[src/rtl/sram_ctrl_pkg.sv]
package sram_ctrl_pkg;

  typedef enum logic [1:0] {
    ST_IDLE,
    ST_READ,
    ST_WRITE,
    ST_RECOVER
  } ctrl_state_t;

  function automatic int ns_to_cycles(input int ns, input int period_ns);
    return (ns + period_ns - 1) / period_ns;
  endfunction

  function automatic int imax(input int a, input int b);
    return (a > b) ? a : b;
  endfunction

endpackage

[src/rtl/sram_phase_timer.sv]
module sram_phase_timer #(
  parameter int CNT_W = 3
) (
  input  logic             clk,
  input  logic             rst,
  input  logic             load,
  input  logic [CNT_W-1:0] load_val,
  output logic             last
);

  logic [CNT_W-1:0] cnt;

  always_ff @(posedge clk) begin
    if (rst) begin
      cnt <= '0;
    end else if (load) begin
      cnt <= load_val;
    end else if (cnt != '0) begin
      cnt <= cnt - 1'b1;
    end
  end

  // the final cycle of a loaded phase
  assign last = (cnt == CNT_W'(1));

endmodule

[src/rtl/sram_rd_capture.sv]
module sram_rd_capture #(
  parameter int DATA_W = 8
) (
  input  logic              clk,
  input  logic              rst,
  input  logic              cap,
  input  logic [DATA_W-1:0] dq_in,
  output logic [DATA_W-1:0] rdata,
  output logic              rvalid
);

  always_ff @(posedge clk) begin
    if (rst) begin
      rdata  <= '0;
      rvalid <= 1'b0;
    end else begin
      rvalid <= cap;
      if (cap) rdata <= dq_in;
    end
  end

endmodule

[src/rtl/sram_ctrl_fsm.sv]
module sram_ctrl_fsm
  import sram_ctrl_pkg::*;
#(
  parameter int ADDR_W  = 11,
  parameter int DATA_W  = 8,
  parameter int CNT_W   = 3,
  parameter int RD_CYC  = 4,
  parameter int WR_CYC  = 3,
  parameter int GAP_CYC = 1,
  parameter int TRN_CYC = 2
) (
  input  logic              clk,
  input  logic              rst,
  input  logic              req,
  input  logic              rnw,
  input  logic [ADDR_W-1:0] addr,
  input  logic [DATA_W-1:0] wdata,
  input  logic              last,
  output logic              load,
  output logic [CNT_W-1:0]  load_val,
  output logic              cap,
  output logic [ADDR_W-1:0] sram_addr,
  output logic [DATA_W-1:0] dq_out,
  output logic              ce_n,
  output logic              oe_n,
  output logic              we_n,
  output logic              dq_oe,
  output logic              ready
);

  localparam logic [CNT_W-1:0] RD_V  = CNT_W'(RD_CYC);
  localparam logic [CNT_W-1:0] WR_V  = CNT_W'(WR_CYC);
  localparam logic [CNT_W-1:0] GAP_V = CNT_W'(GAP_CYC);
  localparam logic [CNT_W-1:0] TRN_V = CNT_W'(TRN_CYC);

  ctrl_state_t state;

  always_comb begin
    load     = 1'b0;
    load_val = '0;
    cap      = 1'b0;
    case (state)
      ST_IDLE: if (req) begin
        load     = 1'b1;
        load_val = rnw ? RD_V : WR_V;
      end
      ST_READ: if (last) begin
        load     = 1'b1;
        load_val = TRN_V;
        cap      = 1'b1;
      end
      ST_WRITE: if (last) begin
        load     = 1'b1;
        load_val = GAP_V;
      end
      default: ;
    endcase
  end

  always_ff @(posedge clk) begin
    if (rst) begin
      state     <= ST_IDLE;
      sram_addr <= '0;
      dq_out    <= '0;
      ce_n      <= 1'b1;
      oe_n      <= 1'b1;
      we_n      <= 1'b1;
      dq_oe     <= 1'b0;
      ready     <= 1'b1;
    end else begin
      case (state)
        ST_IDLE: if (req) begin
          sram_addr <= addr;
          ce_n      <= 1'b0;
          ready     <= 1'b0;
          if (rnw) begin
            oe_n  <= 1'b0;
            state <= ST_READ;
          end else begin
            we_n   <= 1'b0;
            dq_oe  <= 1'b1;
            dq_out <= wdata;
            state  <= ST_WRITE;
          end
        end
        ST_READ: if (last) begin
          ce_n  <= 1'b1;
          oe_n  <= 1'b1;
          state <= ST_RECOVER;
        end
        ST_WRITE: if (last) begin
          // strobe and driver release on the same edge
          ce_n  <= 1'b1;
          we_n  <= 1'b1;
          dq_oe <= 1'b0;
          state <= ST_RECOVER;
        end
        ST_RECOVER: if (last) begin
          ready <= 1'b1;
          state <= ST_IDLE;
        end
        default: state <= ST_IDLE;
      endcase
    end
  end

endmodule

[src/rtl/sram_cycle_ctrl.sv]
module sram_cycle_ctrl
  import sram_ctrl_pkg::*;
#(
  parameter int ADDR_W      = 11,
  parameter int DATA_W      = 8,
  parameter int CLK_NS      = 4,
  parameter int T_ACCESS_NS = 15,
  parameter int T_RDCYC_NS  = 15,
  parameter int T_PULSE_NS  = 12,
  parameter int T_SETUP_NS  = 10,
  parameter int T_ADDR_NS   = 12,
  parameter int T_WRCYC_NS  = 15,
  parameter int T_RELEASE_NS = 8
) (
  input  logic              clk,
  input  logic              rst,
  input  logic              req,
  input  logic              rnw,
  input  logic [ADDR_W-1:0] addr,
  input  logic [DATA_W-1:0] wdata,
  output logic              ready,
  output logic [DATA_W-1:0] rdata,
  output logic              rvalid,
  output logic [ADDR_W-1:0] sram_addr,
  output logic              sram_ce_n,
  output logic              sram_oe_n,
  output logic              sram_we_n,
  output logic [DATA_W-1:0] sram_dq_out,
  input  logic [DATA_W-1:0] sram_dq_in,
  output logic              sram_dq_oe
);

  // every limit rounded up to whole clock cycles
  localparam int RD_CYC  = imax(ns_to_cycles(T_ACCESS_NS, CLK_NS),
                                ns_to_cycles(T_RDCYC_NS, CLK_NS));
  localparam int WR_CYC  = imax(imax(ns_to_cycles(T_PULSE_NS, CLK_NS),
                                     ns_to_cycles(T_SETUP_NS, CLK_NS)),
                                ns_to_cycles(T_ADDR_NS, CLK_NS));
  localparam int WC_CYC  = ns_to_cycles(T_WRCYC_NS, CLK_NS);
  localparam int GAP_CYC = imax(1, WC_CYC - WR_CYC);
  localparam int TRN_CYC = imax(1, ns_to_cycles(T_RELEASE_NS, CLK_NS));
  localparam int MAX_CYC = imax(imax(RD_CYC, WR_CYC), imax(GAP_CYC, TRN_CYC));
  localparam int CNT_W   = $clog2(MAX_CYC + 1);

  logic             tmr_load;
  logic [CNT_W-1:0] tmr_val;
  logic             tmr_last;
  logic             cap;

  sram_phase_timer #(.CNT_W(CNT_W)) u_timer (
    .clk      (clk),
    .rst      (rst),
    .load     (tmr_load),
    .load_val (tmr_val),
    .last     (tmr_last)
  );

  sram_ctrl_fsm #(
    .ADDR_W  (ADDR_W),
    .DATA_W  (DATA_W),
    .CNT_W   (CNT_W),
    .RD_CYC  (RD_CYC),
    .WR_CYC  (WR_CYC),
    .GAP_CYC (GAP_CYC),
    .TRN_CYC (TRN_CYC)
  ) u_fsm (
    .clk       (clk),
    .rst       (rst),
    .req       (req),
    .rnw       (rnw),
    .addr      (addr),
    .wdata     (wdata),
    .last      (tmr_last),
    .load      (tmr_load),
    .load_val  (tmr_val),
    .cap       (cap),
    .sram_addr (sram_addr),
    .dq_out    (sram_dq_out),
    .ce_n      (sram_ce_n),
    .oe_n      (sram_oe_n),
    .we_n      (sram_we_n),
    .dq_oe     (sram_dq_oe),
    .ready     (ready)
  );

  sram_rd_capture #(.DATA_W(DATA_W)) u_cap (
    .clk    (clk),
    .rst    (rst),
    .cap    (cap),
    .dq_in  (sram_dq_in),
    .rdata  (rdata),
    .rvalid (rvalid)
  );

endmodule

[config.mk]
export PLATFORM = sky130hd
export DESIGN_NAME = sram_cycle_ctrl
export DESIGN_NICKNAME = d
export VERILOG_FILES = /design/src/rtl/sram_ctrl_pkg.sv /design/src/rtl/sram_phase_timer.sv /design/src/rtl/sram_rd_capture.sv /design/src/rtl/sram_ctrl_fsm.sv /design/src/rtl/sram_cycle_ctrl.sv
export SDC_FILE = /design/constraint.sdc
export NUM_CORES = 1
export LEC_CHECK = 0
export ABC_CLOCK_PERIOD_IN_PS = 5350
export BUFFER_PORTS_ARGS = -buffer_cell sky130_fd_sc_hd__buf_4
export CAP_MARGIN = 20
export CORE_MARGIN = 1
export CORE_UTILIZATION = 52
export DETAILED_ROUTE_END_ITERATION = 7
export GPL_ROUTABILITY_DRIVEN = 0
export GPL_TIMING_DRIVEN = 0
export HOLD_SLACK_MARGIN = 0.05
export PLACE_DENSITY = 0.83
export RECOVER_POWER = 100
export SLEW_MARGIN = 0
export SYNTH_ARGS = -nofsm -noshare
export SYNTH_HDL_FRONTEND = slang
export SYNTH_HIERARCHICAL = 1
export SYNTH_SLANG_ARGS = --single-unit
[constraint.sdc]
create_clock -name clk -period 5.35 [get_ports clk]
set_clock_uncertainty 0.1 [all_clocks]
set_input_delay 1.07 -clock clk [delete_from_list [all_inputs] [get_ports clk]]
set_output_delay 1.07 -clock clk [all_outputs]
set_load 0.05 [all_outputs]
-- Word-level counts from Yosys, hierarchy flattened
Cells that the tools add are included.
- bits in registers: 38
- output and inout bits: 33
- add/subtract/negate cells: 1
- multiplexer cells: 30
- reduce and logical (&&, ||, !) cells: 15
- equality and inequality tests: 11
- bitwise gates (word level): 1
- operators by type and width (cell ; count):
    2-to-1 mux 1 bit ; 13
    2-to-1 mux 3 bit ; 4
    inequality test 2 bit (second input constant) ; 6
    one-hot mux 1 bit (2 select lines) ; 6
    AND reduction 3 bit ; 4
    2-to-1 mux 2 bit ; 5
    nonzero test 2 bit ; 5
    one-hot mux 3 bit (3 select lines) ; 1
    AND reduction 4 bit ; 2
    one-hot mux 2 bit (3 select lines) ; 1
    == test 2 bit (second input constant) ; 2
    == test 3 x 1 -> 1 bit (second input constant) ; 1
    nonzero test 3 bit ; 1
    subtractor 3 x 1 -> 3 bit (second input constant) ; 1
    == test 2 x 1 -> 1 bit (second input constant) ; 1
    zero test 2 bit ; 1
    inequality test 2 x 1 -> 1 bit (second input constant) ; 1
    AND reduction 2 bit ; 1
    OR reduction 2 bit ; 1
    inverter 1 bit ; 1

-- Longest topological paths before layout
Gate-level depths: netlist of run 1.
- depth in word-level cells: 4
- gate-level depth with buffers: 9
- gate-level depth less buffers: 7

-- Cells and area by module
The synthesis of run 1 kept the hierarchy.
- by module, submodules not included (module ; instances ; area each (µm²) ; cells an instance ; seq. area each (µm²)):
    sram_ctrl_fsm ; 1 ; 1166.1 ; 132 ; 520.5
    sram_rd_capture ; 1 ; 312.8 ; 28 ; 180.2
    sram_phase_timer ; 1 ; 224.0 ; 23 ; 60.1

-- Least setup slack after synthesis of run 1
OpenSTA, ideal clock, no wires.
- path kind: input to register
- start: input req
- end: register u_timer.cnt[0]
- data required time: 5138 ps
- stages on the path: 5
- setup slack: 3060 ps
- setup time: 112 ps
- path buffers: 1
- arrival time: 2078 ps
- path through: nand2_1 clkbuf_1 a21oi_1 nor2b_1 a2111oi_1
- longest elaborated chain between the ends: 3
- ends and longest elaborated chain (element ; line ; source):
    from (decl) ; sram_cycle_ctrl.sv:17 ; input logic req,
    2-to-1 mux 1 bit (*) ; sram_ctrl_fsm.sv:43 ; ST_IDLE: if (req) begin
    one-hot mux 1 bit (2 select lines) (*) ; sram_ctrl_fsm.sv:42 ; case (state)
    via tmr_load ; sram_cycle_ctrl.sv:45 ; logic tmr_load;
    2-to-1 mux 3 bit or nonzero test 2 bit (tied branches) ; n/a ;
    to (signal assigned) ; sram_phase_timer.sv:17 ; cnt <= load_val;
    to (signal assigned) ; sram_phase_timer.sv:19 ; cnt <= cnt - 1'b1;
    to (decl) ; sram_phase_timer.sv:11 ; logic [CNT_W-1:0] cnt;
Mark *: on every way through the listed nets, which the timed path passes. The rest lies on a longest branch.
A chain may end at the register's enable or synchronous reset.

-- Final worst setup path of run 1
- start: register u_fsm.state[0]
- end: register u_timer.cnt[1]
- longest elaborated chain between the ends: 4
- ends and longest elaborated chain (element ; line ; source):
    from (decl) ; sram_ctrl_fsm.sv:36 ; ctrl_state_t state;
    from (signal assigned) ; sram_ctrl_fsm.sv:62 ; state <= ST_IDLE;
    from (signal assigned) ; sram_ctrl_fsm.sv:78 ; state <= ST_READ;
    from (signal assigned) ; sram_ctrl_fsm.sv:83 ; state <= ST_WRITE;
    == test 2 x 1 -> 1 bit or == test 2 bit (tied branches) ; sram_ctrl_fsm.sv:42 ;
    OR reduction 2 bit (no source line) ; n/a ;
    one-hot mux 1 bit (2 select lines) (*) ; sram_ctrl_fsm.sv:42 ;
    via tmr_load ; sram_cycle_ctrl.sv:45 ;
    2-to-1 mux 3 bit or nonzero test 2 bit (tied branches) ; n/a ;
Marked as above.

==> metrics.md, run 1 <==
| Metric | Value |
|---|---|
| Synth warn | `6` |
| Max-slew headroom | `a little over half` |
| Core Area | `0.00308 mm2` |
| Pwr Density | `466 mW/mm2` |
| Ys async rst share | `0%` |
| Setup Viol. Count Final | `0` |
| Layout Cells excl Fill | `298` |
| Leakage | `0.000943 uW` |
| Boundary pin count | `64` |
| Cell Area, Synth | `approximately 0.0017 mm2` |
| Fmax | `424 MHz` |
| DR pass1 iterations | `4` |
| Placed insts | `290` |
| Die Span X | `between 50 and 60 um` |
| Num CTS Buffers | `5` |
| I/O Buffers | `63` |
| Period utilization | `44.1%` |
| Syn_nets | `~220` |
| Post-synth EDFFs | `0` |
| WP data required | `5.47 ns` |
| Worst skew pair latency | `0.33 ns` |
| CTS tree | `done` |
| Status | `finished clean` |
| Post-layout min period | `2.36 ns` |
| 1st-iter DRT viols | `53` |
| Max capacitance violation total | `0` |
| DRC violations left | `0` |
| Synth top cells by count | `dfxtp_1 (38), nand2_1 (30), nor2_1 (18)` |
| Die height | `59.2 um` |
| Crit path kind | `flip-flop to flip-flop` |
| Post-synth top flop | `dfxtp_1` |
| Detailed Place HPWL | `2.66 mm` |
| Largest net degree at the start of global routing | `12` |
| Most frequent cell after synthesis | `dfxtp_1` |
| Vias | `1,490` |
| WP data arrival | `2.48 ns` |
| TNS Setup | `0 ns` |
| Clock transition at the registers of the reported paths | `0.11 ns` |
| Distinct cells, synth | `37` |
| H-tree Lvls | `2` |
| Initial antenna violation count | `0` |
| Post-route ant nets | `0` |
| Share of layout cells above drive strength 1 | `17.7%` |
| Worst Tran Pin Value | `just under 0.7 ns` |
| Final WL | `between 3 and 4 mm` |
| Fin util | `69.4%` |
| Post-CTS sizing | `0` |
| Clock Sinks | `38` |
| N_diodes | `0` |
| CP Cell Sequence | `inv_1 -> ha_1 -> nand2_1 -> clkbuf_1 -> a21oi_1 -> nor2b_1 -> a2111oi_0` |
| Grt total ovfl | `0` |
| Maximum clock path buffer count | `2` |
| Hold_ws | `approximately 0.36 ns` |
| Nets | `between 200 and 300` |
| Via count of the first global-routing pass | `roughly 1,400` |
| Top cells by area, synth | `dfxtp_1 (45%), mux2i_1 (10%), ha_1 (7.3%)` |
| CP top delay family | `compound AO/OA/AOI/OAI gates` |
| Max incr delay on CP | `0.44 ns` |
| Synth top area share | `~45%` |
| Largest area contributor in the netlist | `dfxtp_1` |
| Fin. max-slew vios | `0` |
| Min-delay worst type | `flip-flop to flip-flop` |
| Rows | `20` |
| Avg Synthesized Cell Area | `9.31 um2` |
| CP max-delay cell | `dfxtp_1` |
| Via density | `5.00` |
| Root buf cell | `clkbuf_4` |
| Drt wl/cell | `11.8 um` |
| Layout area overhead | `25.5%` |
| Final Hold Fails | `0` |
| RSZ-0062 raised after global routing | `false` |
| CP Max Fanout | `10` |
| GRT Total Usage | `a little over a fifth` |
| Die outline area | `0.00351 mm2` |
| CP Capture Type | `flip-flop` |
| First-pass GRT wire length | `approximately 5.7 mm` |
| Post-CTS Hold Buffers | `0` |
| Setup Fix Bufs, Post-CTS | `0` |
| Max VDD drop | `0.292 mV` |
| Seq cells post-synth | `38` |
| Sequential fraction of the synthesis area | `approximately 45%` |
| CP Launch Type | `flip-flop` |
| Critical path buffers and inverters | `2` |
| Synth Instances | `183` |
| Initial Utilization | `55.3%` |
cells in the final DEF (no fill, tap or decap), drive strengths merged, types with 4 or more instances in the layout:
cell type   n
nor2b       8
nand2      30
buf        32
clkbuf     46
a21oi      16
inv         8
ha         10
mux2i      17
nor2       18
nand2b      4
dfxtp      38
final timing paths:
path	slack [ns]	startpoint	to	depth (start not counted)
setup reg to reg	2.99	u_fsm/state[0]	u_timer/cnt[1]	7
hold reg to reg	0.36	u_fsm/sram_addr[8]	u_fsm/sram_addr[8]	2
hold / removal	0.36	u_fsm/sram_addr[8]	u_fsm/sram_addr[8]	2
setup / recovery	2.99	u_fsm/state[0]	u_timer/cnt[1]	7
sequential cells by signal (all words and copies together) (netlist names):
signal	cells
u_fsm/ready	1
u_timer/cnt	3
u_fsm/ce_n	1
u_fsm/state	2
u_fsm/dq_oe	1
u_cap/rvalid	1
u_fsm/oe_n	1
u_cap/rdata	8
u_fsm/sram_addr	11
u_fsm/we_n	1
u_fsm/dq_out	8
where the power goes:
group / switching (uW) / total [uW] / internal (uW) / leakage (uW)
logic: 318 / 470 / 152 / 0.000596
clock network: 89.5 / 153 / 63.8 / 0.0000353
registers: 35.0 / 374 / 339 / 0.000311
worst min-delay path: stages (launching register included):
cell and delay [ns]:
dfxtp_1 0.32, nand2_1 0.05, a21oi_1 0.05
through the flow:
stage	setup WS (ns)	power [uW]	instance area, um2
final	2.99	997	2140
after global routing	2.77	1060	2140
after CTS	3.01	1050	2290
after detailed placement	2.65	900	2230
after global placement	2.66	892	2230
after floorplan	3.06	764	1700
routing by layer:
metal	routed length, um	vias to the layer above	GRT usage, %	part of all wire (%)
li1	-	752	-	-
met3	223	7	6.55	6.3
met5	0	-	0	0
met1	1540	683	23.9	44
met4	41	0	10.2	1.2
met2	1720	48	38.0	49
cells by family after synthesis:
| family | count (synthesis) | share of synthesized area [%] |
|---|---|---|
| AO/OA/AOI/OAI | 31 | 12.6 |
| adder cells (fa/ha/maj) | 10 | 7.35 |
| buffers and inverters | 16 | 4.56 |
| flip-flops | 38 | 44.7 |
| multiplexers | 18 | 10.9 |
| AND/OR/NAND/NOR | 70 | 20.0 |
final cells by class:
class | instances | area (um2)
Inverter | 8 | 30.0
Clock buffer | 7 | 55.1
Tap cell | 44 | 55.1
Fill cell | 286 | 941
Clock inverter | 1 | 5.00
Sequential cell | 38 | 761
Multi-Input combinational cell | 129 | 848
Buffer | 8 | 33.8
Timing Repair Buffer | 63 | 349
Note: power is estimated with default switching activity, not from simulation.
==> inputs of run 2 (changes only) <==
--- a/config.mk
+++ b/config.mk
@@ -5,16 +5,16 @@
 export SDC_FILE = /design/constraint.sdc
 export NUM_CORES = 1
 export LEC_CHECK = 0
-export ABC_CLOCK_PERIOD_IN_PS = 5350
+export ABC_CLOCK_PERIOD_IN_PS = 2400
 export BUFFER_PORTS_ARGS = -buffer_cell sky130_fd_sc_hd__buf_4
 export CAP_MARGIN = 20
 export CORE_MARGIN = 1
-export CORE_UTILIZATION = 52
+export CORE_UTILIZATION = 48
 export DETAILED_ROUTE_END_ITERATION = 7
 export GPL_ROUTABILITY_DRIVEN = 0
 export GPL_TIMING_DRIVEN = 0
 export HOLD_SLACK_MARGIN = 0.05
-export PLACE_DENSITY = 0.83
+export PLACE_DENSITY = 0.77
 export RECOVER_POWER = 100
 export SLEW_MARGIN = 0
 export SYNTH_ARGS = -nofsm -noshare
==> constraint.sdc (replaced) <==
create_clock -name clk -period 2.4 [get_ports clk]
set_clock_uncertainty 0.1 [all_clocks]
set_input_delay 0.48 -clock clk [delete_from_list [all_inputs] [get_ports clk]]
set_output_delay 0.48 -clock clk [all_outputs]
set_load 0.05 [all_outputs]
==> run 2 against run 1 <==
  * Critical path type unchanged
  * Global-route usage decreased by 1.4 points
  * Largest cell class unchanged
  * Non-clock buffer count shrank 1
  * Wire length grew 2.6%
  * Sequential share of layout area is 0.93 points lower
  * Sequential power up 120%
  * Via count about the same
  * Utilization down 4.2 points
  * Combinational power increased by 120%
==> metrics.md, run 2 (synthesis results as in run 1) <==
| Metric | Value |
|---|---|
| First-pass GRT wire length | `5.69 mm (-0.49%)` |
| CTS tree | `done` |
| Boundary pin count | `64 (unchanged)` |
| Period utilization | `88.9% (+45 points)` |
| WP data required | `2.52 ns (-2.95 ns)` |
| Post-layout min period | `2.13 ns (-0.228 ns)` |
| DRC violations left | `0 (unchanged)` |
| Vias | `1,491 (+0.067%)` |
| Design Power | `2450 uW (+150%)` |
| Clock transition at the registers of the reported paths | `0.12 ns (about the same)` |
| Final Hold Fails | `0 (unchanged)` |
| 1st-iter DRT viols | `31 (-42%)` |
| Via count of the first global-routing pass | `1,321 (-7.4%)` |
| Num CTS Buffers | `5 (unchanged)` |
| Post-route ant nets | `0 (unchanged)` |
| Maximum clock path buffer count | `2 (unchanged)` |
| Drt wl/cell | `12.1 um (+2.2%)` |
| Die Span X | `61.6 um (+3.9%)` |
| Setup Viol. Count Final | `0 (unchanged)` |
| Commonest cells after routing, fill and taps aside | `dfxtp_1 (38), clkbuf_1 (35), buf_4 (30), nand2_1 (30), nor2_1 (18)` |
| Post-CTS Hold Buffers | `0 (unchanged)` |
| Root buf cell | `clkbuf_4` |
| Fin. max-slew vios | `0 (unchanged)` |
| Number of flip-flops in the largest register | `11 (unchanged)` |
| CP Max Fanout | `9 (-1)` |
| Detailed Place HPWL | `2.69 mm (+1.0%)` |
| Largest register by flop count | `u_fsm/sram_addr` |
| Clock Sinks | `38 (unchanged)` |
| Reg power frac | `34.2% (-3.3 points)` |
| Worst skew pair latency | `0.33 ns (about the same)` |
| Crit path kind | `flip-flop to flip-flop` |
| Leading cell type in the layout, fill and taps excluded | `dfxtp_1` |
| Largest regs | `u_fsm/sram_addr: 11 flops, u_cap/rdata: 8 flops, u_fsm/dq_out: 8 flops` |
| Initial antenna violation count | `0 (unchanged)` |
| Layout Cells excl Fill | `299 (+0.34%)` |
| DR pass1 iterations | `4 (unchanged)` |
| Max VDD drop | `0.681 mV (+130%)` |
| Sw Share | `40.8% (-3.6 points)` |
| Via density | `4.99 (-0.27%)` |
| Min-delay worst type | `primary input to flip-flop` |
| Rows | `21 (+5.0%)` |
| TNS Setup | `0 ns (unchanged)` |
| P_sw | `998 uW (+130%)` |
| Final WL | `3.61 mm (+2.6%)` |
| Worst Tran Pin Value | `0.665 ns (-0.0151 ns)` |
| Grt total ovfl | `0 (unchanged)` |
| Leakage | `0.000972 uW (+3.1%)` |
| Layout area overhead | `28.9%` |
| GRT Total Usage | `20.3% (-1.4 points)` |
| Pwr Density | `1120 mW/mm2 (+140%)` |
| Combinational Power Share | `43.0% (-4.1 points)` |
| Max capacitance violation total | `0 (unchanged)` |
| Fmax | `469 MHz (+11%)` |
| Nets | `293 (-0.34%)` |
| Max-slew headroom | `55.7% (+1.0 points)` |
| Fin util | `65.3% (-4.2 points)` |
| Die height | `61.6 um (+3.9%)` |
| Internal power | `1450 uW (+160%)` |
| Status | `finished clean` |
| RSZ-0062 raised after global routing | `false` |
| Crit path launch | `u_timer/cnt[0]` |
| CP Launch Type | `flip-flop` |
| Initial Utilization | `50.6% (-4.7 points)` |
| Share of layout cells above drive strength 1 | `19.4% (+1.7 points)` |
| I/O Buffers | `63 (unchanged)` |
| Critical hold path startpoint | `wdata[6]` |
| Hold_ws | `0.271 ns (-0.0864 ns)` |
| R2R Path Start | `u_timer/cnt[0]` |
| H-tree Lvls | `2 (unchanged)` |
| Largest net degree at the start of global routing | `13 (+1)` |
| WP data arrival | `2.25 ns (-0.23 ns)` |
| Die outline area | `0.00379 mm2 (+8.0%)` |
| CP Capture Type | `flip-flop` |
| Proportion of power drawn by the clock network | `22.9% (+7.5 points)` |
| N_diodes | `0 (unchanged)` |
| Core Area | `0.00336 mm2 (+9.3%)` |
| Placed insts | `292 (+0.69%)` |
-- run 2: cell count changes in the layout (fill, tap and decap cells not counted), sizes merged --
cell / delta
bufinv: +2
clkbuf: -3
clkinv: -1
buf: +1
-- run 2: power groups by stage --
stage / Clock (uW) / Combinational (uW) / Sequential, uW
global route: 600 / 1150 / 857
CTS: 572 / 1160 / 841
detailed placement: 0 / 1160 / 853
floorplan: 0 / 536 / 1170
finish: 560 / 1050 / 836
global placement: 0 / 1140 / 848
-- run 2: final cells by class --
class	count	area (um2)
buffer	7	32.5
clock buffer	6	51.3
clock inverter	2	60.1
fill	335	1170
inverter	8	30.0
multi-input combinational	129	853
sequential	38	761
tap	46	57.6
timing repair buffer	63	349
-- run 2: through the flow --
step / setup slack (ns) / area, um2
2_1_floorplan: 0.486 / 1700
3_3_place_gp: 0.161 / 2230
3_5_place_dp: 0.162 / 2230
4_1_cts: 0.102 / 2340
5_1_grt: 0.0402 / 2190
6_report: 0.267 / 2190
-- run 2: worst paths after layout --
check | endpoint | slack (ns) | cells after the start
min | u_fsm/dq_out[6] | 0.27 | 3
max reg2reg | u_timer/cnt[1] | 0.27 | 7
min reg2reg | u_fsm/sram_addr[10] | 0.36 | 2
max | u_timer/cnt[1] | 0.27 | 7
-- run 2: critical path, cell delays in order, from the launching register on --
cell and delay [ns]:
dfxtp_1 0.40, ha_1 0.15, and2b_2 0.13, clkbuf_1 0.33, nand2_1 0.13, a21oi_2 0.30, nor2b_1 0.08, a2111oi_1 0.39
-- run 2: repair_timing --
item,4_1_cts,5_1_grt
resized for setup,0,1
setup endpoints to repair,0,3
setup buffers,0,0
-- run 2: per-layer routing --
metal	part of all wire [%]	GRT usage, %	vias to the layer above
met2	50	34.7	47
met5	0	0	-
met1	43	23.5	688
li1	-	-	754
met3	7.1	6.72	2
met4	0.58	7.94	0
==> inputs of run 3 (changes only) <==
--- a/config.mk
+++ b/config.mk
@@ -12,10 +12,10 @@
 export CORE_UTILIZATION = 48
 export DETAILED_ROUTE_END_ITERATION = 7
 export GPL_ROUTABILITY_DRIVEN = 0
-export GPL_TIMING_DRIVEN = 0
+export GPL_TIMING_DRIVEN = 1
 export HOLD_SLACK_MARGIN = 0.05
 export PLACE_DENSITY = 0.77
-export RECOVER_POWER = 100
+export RECOVER_POWER = 50
 export SLEW_MARGIN = 0
 export SYNTH_ARGS = -nofsm -noshare
 export SYNTH_HDL_FRONTEND = slang
==> run 3 against run 2 <==
  * First-iteration DRC count grew 68%
  * Non-clock buffer count fell by 4
  * Critical path type unchanged
  * Largest power group unchanged
  * Via count down 2.9%
==> metrics.md, run 3 (synthesis results as in run 1) <==
| Metric | Value |
|---|---|
| Drt wl/cell | `11.7 um (-2.6%)` |
| Final WL | `3.45 mm (-4.3%)` |
| FF-to-FF path depth | `6 (-1)` |
| Post-CTS sizing | `0 (unchanged)` |
| Die height | `61.6 um (unchanged)` |
| Grt total ovfl | `0 (unchanged)` |
| H-tree Lvls | `2 (unchanged)` |
| Crit path capture | `u_timer/cnt[2]` |
| Final Hold Fails | `0 (unchanged)` |
| Worst R2R Setup Slack | `0.41 ns (+0.15 ns)` |
| Fin util | `64.5% (-0.78 points)` |
| Max VDD drop | `0.817 mV (+20%)` |
| Worst skew pair latency | `0.32 ns (about the same)` |
| Period utilization | `82.8% (-6.1 points)` |
| Boundary pin count | `64 (unchanged)` |
| Share of layout cells above drive strength 1 | `19.0% (-0.42 points)` |
| Largest net degree at the start of global routing | `36 (+23)` |
| Largest register by flop count | `u_fsm/sram_addr` |
| Leading cell type in the layout, fill and taps excluded | `dfxtp_1` |
| CP Cell Sequence | `inv_1 -> ha_1 -> and2_0 -> and3_1 -> nor2b_1 -> a311oi_2` |
| Vias | `1,448 (-2.9%)` |
| Nets | `289 (-1.4%)` |
| Post-CTS Hold Buffers | `0 (unchanged)` |
| Initial antenna violation count | `0 (unchanged)` |
| Setup Viol. Count Final | `0 (unchanged)` |
| WP data required | `2.54 ns (+0.02 ns)` |
| Worst Tran Pin Value | `0.649 ns (-0.0161 ns)` |
| Post-layout min period | `1.99 ns (-0.145 ns)` |
| Num CTS Buffers | `5 (unchanged)` |
| Maximum clock path buffer count | `2 (unchanged)` |
| Max incr delay on CP | `0.57 ns (+0.17 ns)` |
| Layout area overhead | `27.3%` |
| FF-to-FF End | `u_timer/cnt[2]` |
| Crit path launch | `u_fsm/state[0]` |
| Rows | `21 (unchanged)` |
| CP Launch Type | `flip-flop` |
| Post-route ant nets | `0 (unchanged)` |
| CP max-delay cell | `and2_0` |
| Setup Fix Bufs, Post-CTS | `0 (unchanged)` |
| N_diodes | `0 (unchanged)` |
| CTS tree | `done` |
| Via count of the first global-routing pass | `1,218 (-7.8%)` |
| DR pass1 iterations | `5 (+1)` |
| Die outline area | `0.00379 mm2 (unchanged)` |
| Leakage | `0.000958 uW (-1.5%)` |
| Number of flip-flops in the largest register | `11 (unchanged)` |
| First-pass GRT wire length | `5.24 mm (-7.9%)` |
| CP Capture Type | `flip-flop` |
| RSZ-0062 raised after global routing | `false` |
| Min-delay worst type | `primary input to flip-flop` |
| I/O Buffers | `63 (unchanged)` |
| Place WS | `0.495 ns (+0.334 ns)` |
| DRC violations left | `0 (unchanged)` |
| Via density | `4.93 (-1.2%)` |
| WP data arrival | `2.13 ns (-0.12 ns)` |
| Crit path kind | `flip-flop to flip-flop` |
| Worst setup margin | `0.412 ns (+0.145 ns)` |
| Root buf cell | `clkbuf_4` |
| Status | `finished clean` |
| TNS Setup | `0 ns (unchanged)` |
| 1st-iter DRT viols | `52 (+68%)` |
| Max capacitance violation total | `0 (unchanged)` |
| Core Area | `0.00336 mm2 (unchanged)` |
| Pwr Density | `1080 mW/mm2 (-2.9%)` |
| Largest regs | `u_fsm/sram_addr: 11 flops, u_cap/rdata: 8 flops, u_fsm/dq_out: 8 flops` |
| R2R Path Start | `u_fsm/state[0]` |
| Detailed Place HPWL | `2.53 mm (-5.9%)` |
| Clock Sinks | `38 (unchanged)` |
| CP Max Fanout | `12 (+3)` |
| GRT Total Usage | `18.9% (-1.4 points)` |
| Max-slew headroom | `56.7% (+1.0 points)` |
| Commonest cells after routing, fill and taps aside | `dfxtp_1 (38), buf_4 (34), clkbuf_1 (32)` |
| Initial Utilization | `50.6% (unchanged)` |
| Clock transition at the registers of the reported paths | `0.11 ns (about the same)` |
| Fin. max-slew vios | `0 (unchanged)` |
| Die Span X | `61.6 um (unchanged)` |
| Fmax | `503 MHz (+7.3%)` |
-- run 3: cell count changes in the layout (fill, tap and decap cells not counted), sizes merged --
| cell | before | now |
|---|---|---|
| clkbuf | 43 | 38 |
| buf | 33 | 34 |
| bufinv | 2 | 1 |
-- run 3: worst min-delay path by stage --
stage | startpoint | end | slack [ns] | depth (start not counted)
2_1_floorplan | u_fsm/state[1] | u_fsm/state[1] | 0.40 | 2
3_3_place_gp | u_fsm/sram_addr[5] | u_fsm/sram_addr[5] | 0.34 | 2
3_5_place_dp | u_fsm/we_n | u_fsm/we_n | 0.35 | 1
4_1_cts | wdata[7] | u_fsm/dq_out[7] | 0.27 | 3
5_1_grt | addr[1] | u_fsm/sram_addr[1] | 0.26 | 3
6_report | sram_dq_in[3] | u_cap/rdata[3] | 0.28 | 3
-- run 3: metal layers --
| layer | GRT usage (%) | share of wire [%] | vias up |
|---|---|---|---|
| met5 | 0 | 0 | - |
| met4 | 7.62 | 0.43 | 0 |
| met3 | 5.25 | 5.7 | 2 |
| met2 | 32.3 | 47 | 41 |
| met1 | 22.3 | 47 | 662 |
| li1 | - | - | 743 |
-- run 3: critical path: cells and delay by family, from the launching register on --
family	cells	cell delay, ns
simple gates	3	0.86
fa+ha+maj	1	0.24
compound gates	1	0.21
flops	1	0.36
buf+inv	1	0.14
-- run 3: report_power, final --
part	switching, uW	total [uW]	internal [uW]
clock network	189	431	243
registers	77.6	833	756
logic	719	1080	364
total	986	2350	1360
-- run 3: cell type report --
cell class	instances	area [um2]
fillers	336	1190
flip-flops and latches	38	761
multi-input cells	129	863
repair buffers	66	375
clock inverters	1	30.0
inverters	8	30.0
clock buffers	6	51.3
well taps	46	57.6
-- run 3: through the flow --
| stage | cell area (um2) | hold slack (ns) | instances | total power, uW |
|---|---|---|---|---|
| 2_1_floorplan | 1700 | 0.398 | 183 | 1700 |
| 3_3_place_gp | 2210 | 0.342 | 287 | 1990 |
| 3_5_place_dp | 2210 | 0.346 | 287 | 2010 |
| 4_1_cts | 2290 | 0.269 | 294 | 2450 |
| 5_1_grt | 2170 | 0.264 | 294 | 2510 |
| 6_report | 2170 | 0.283 | 294 | 2350 |
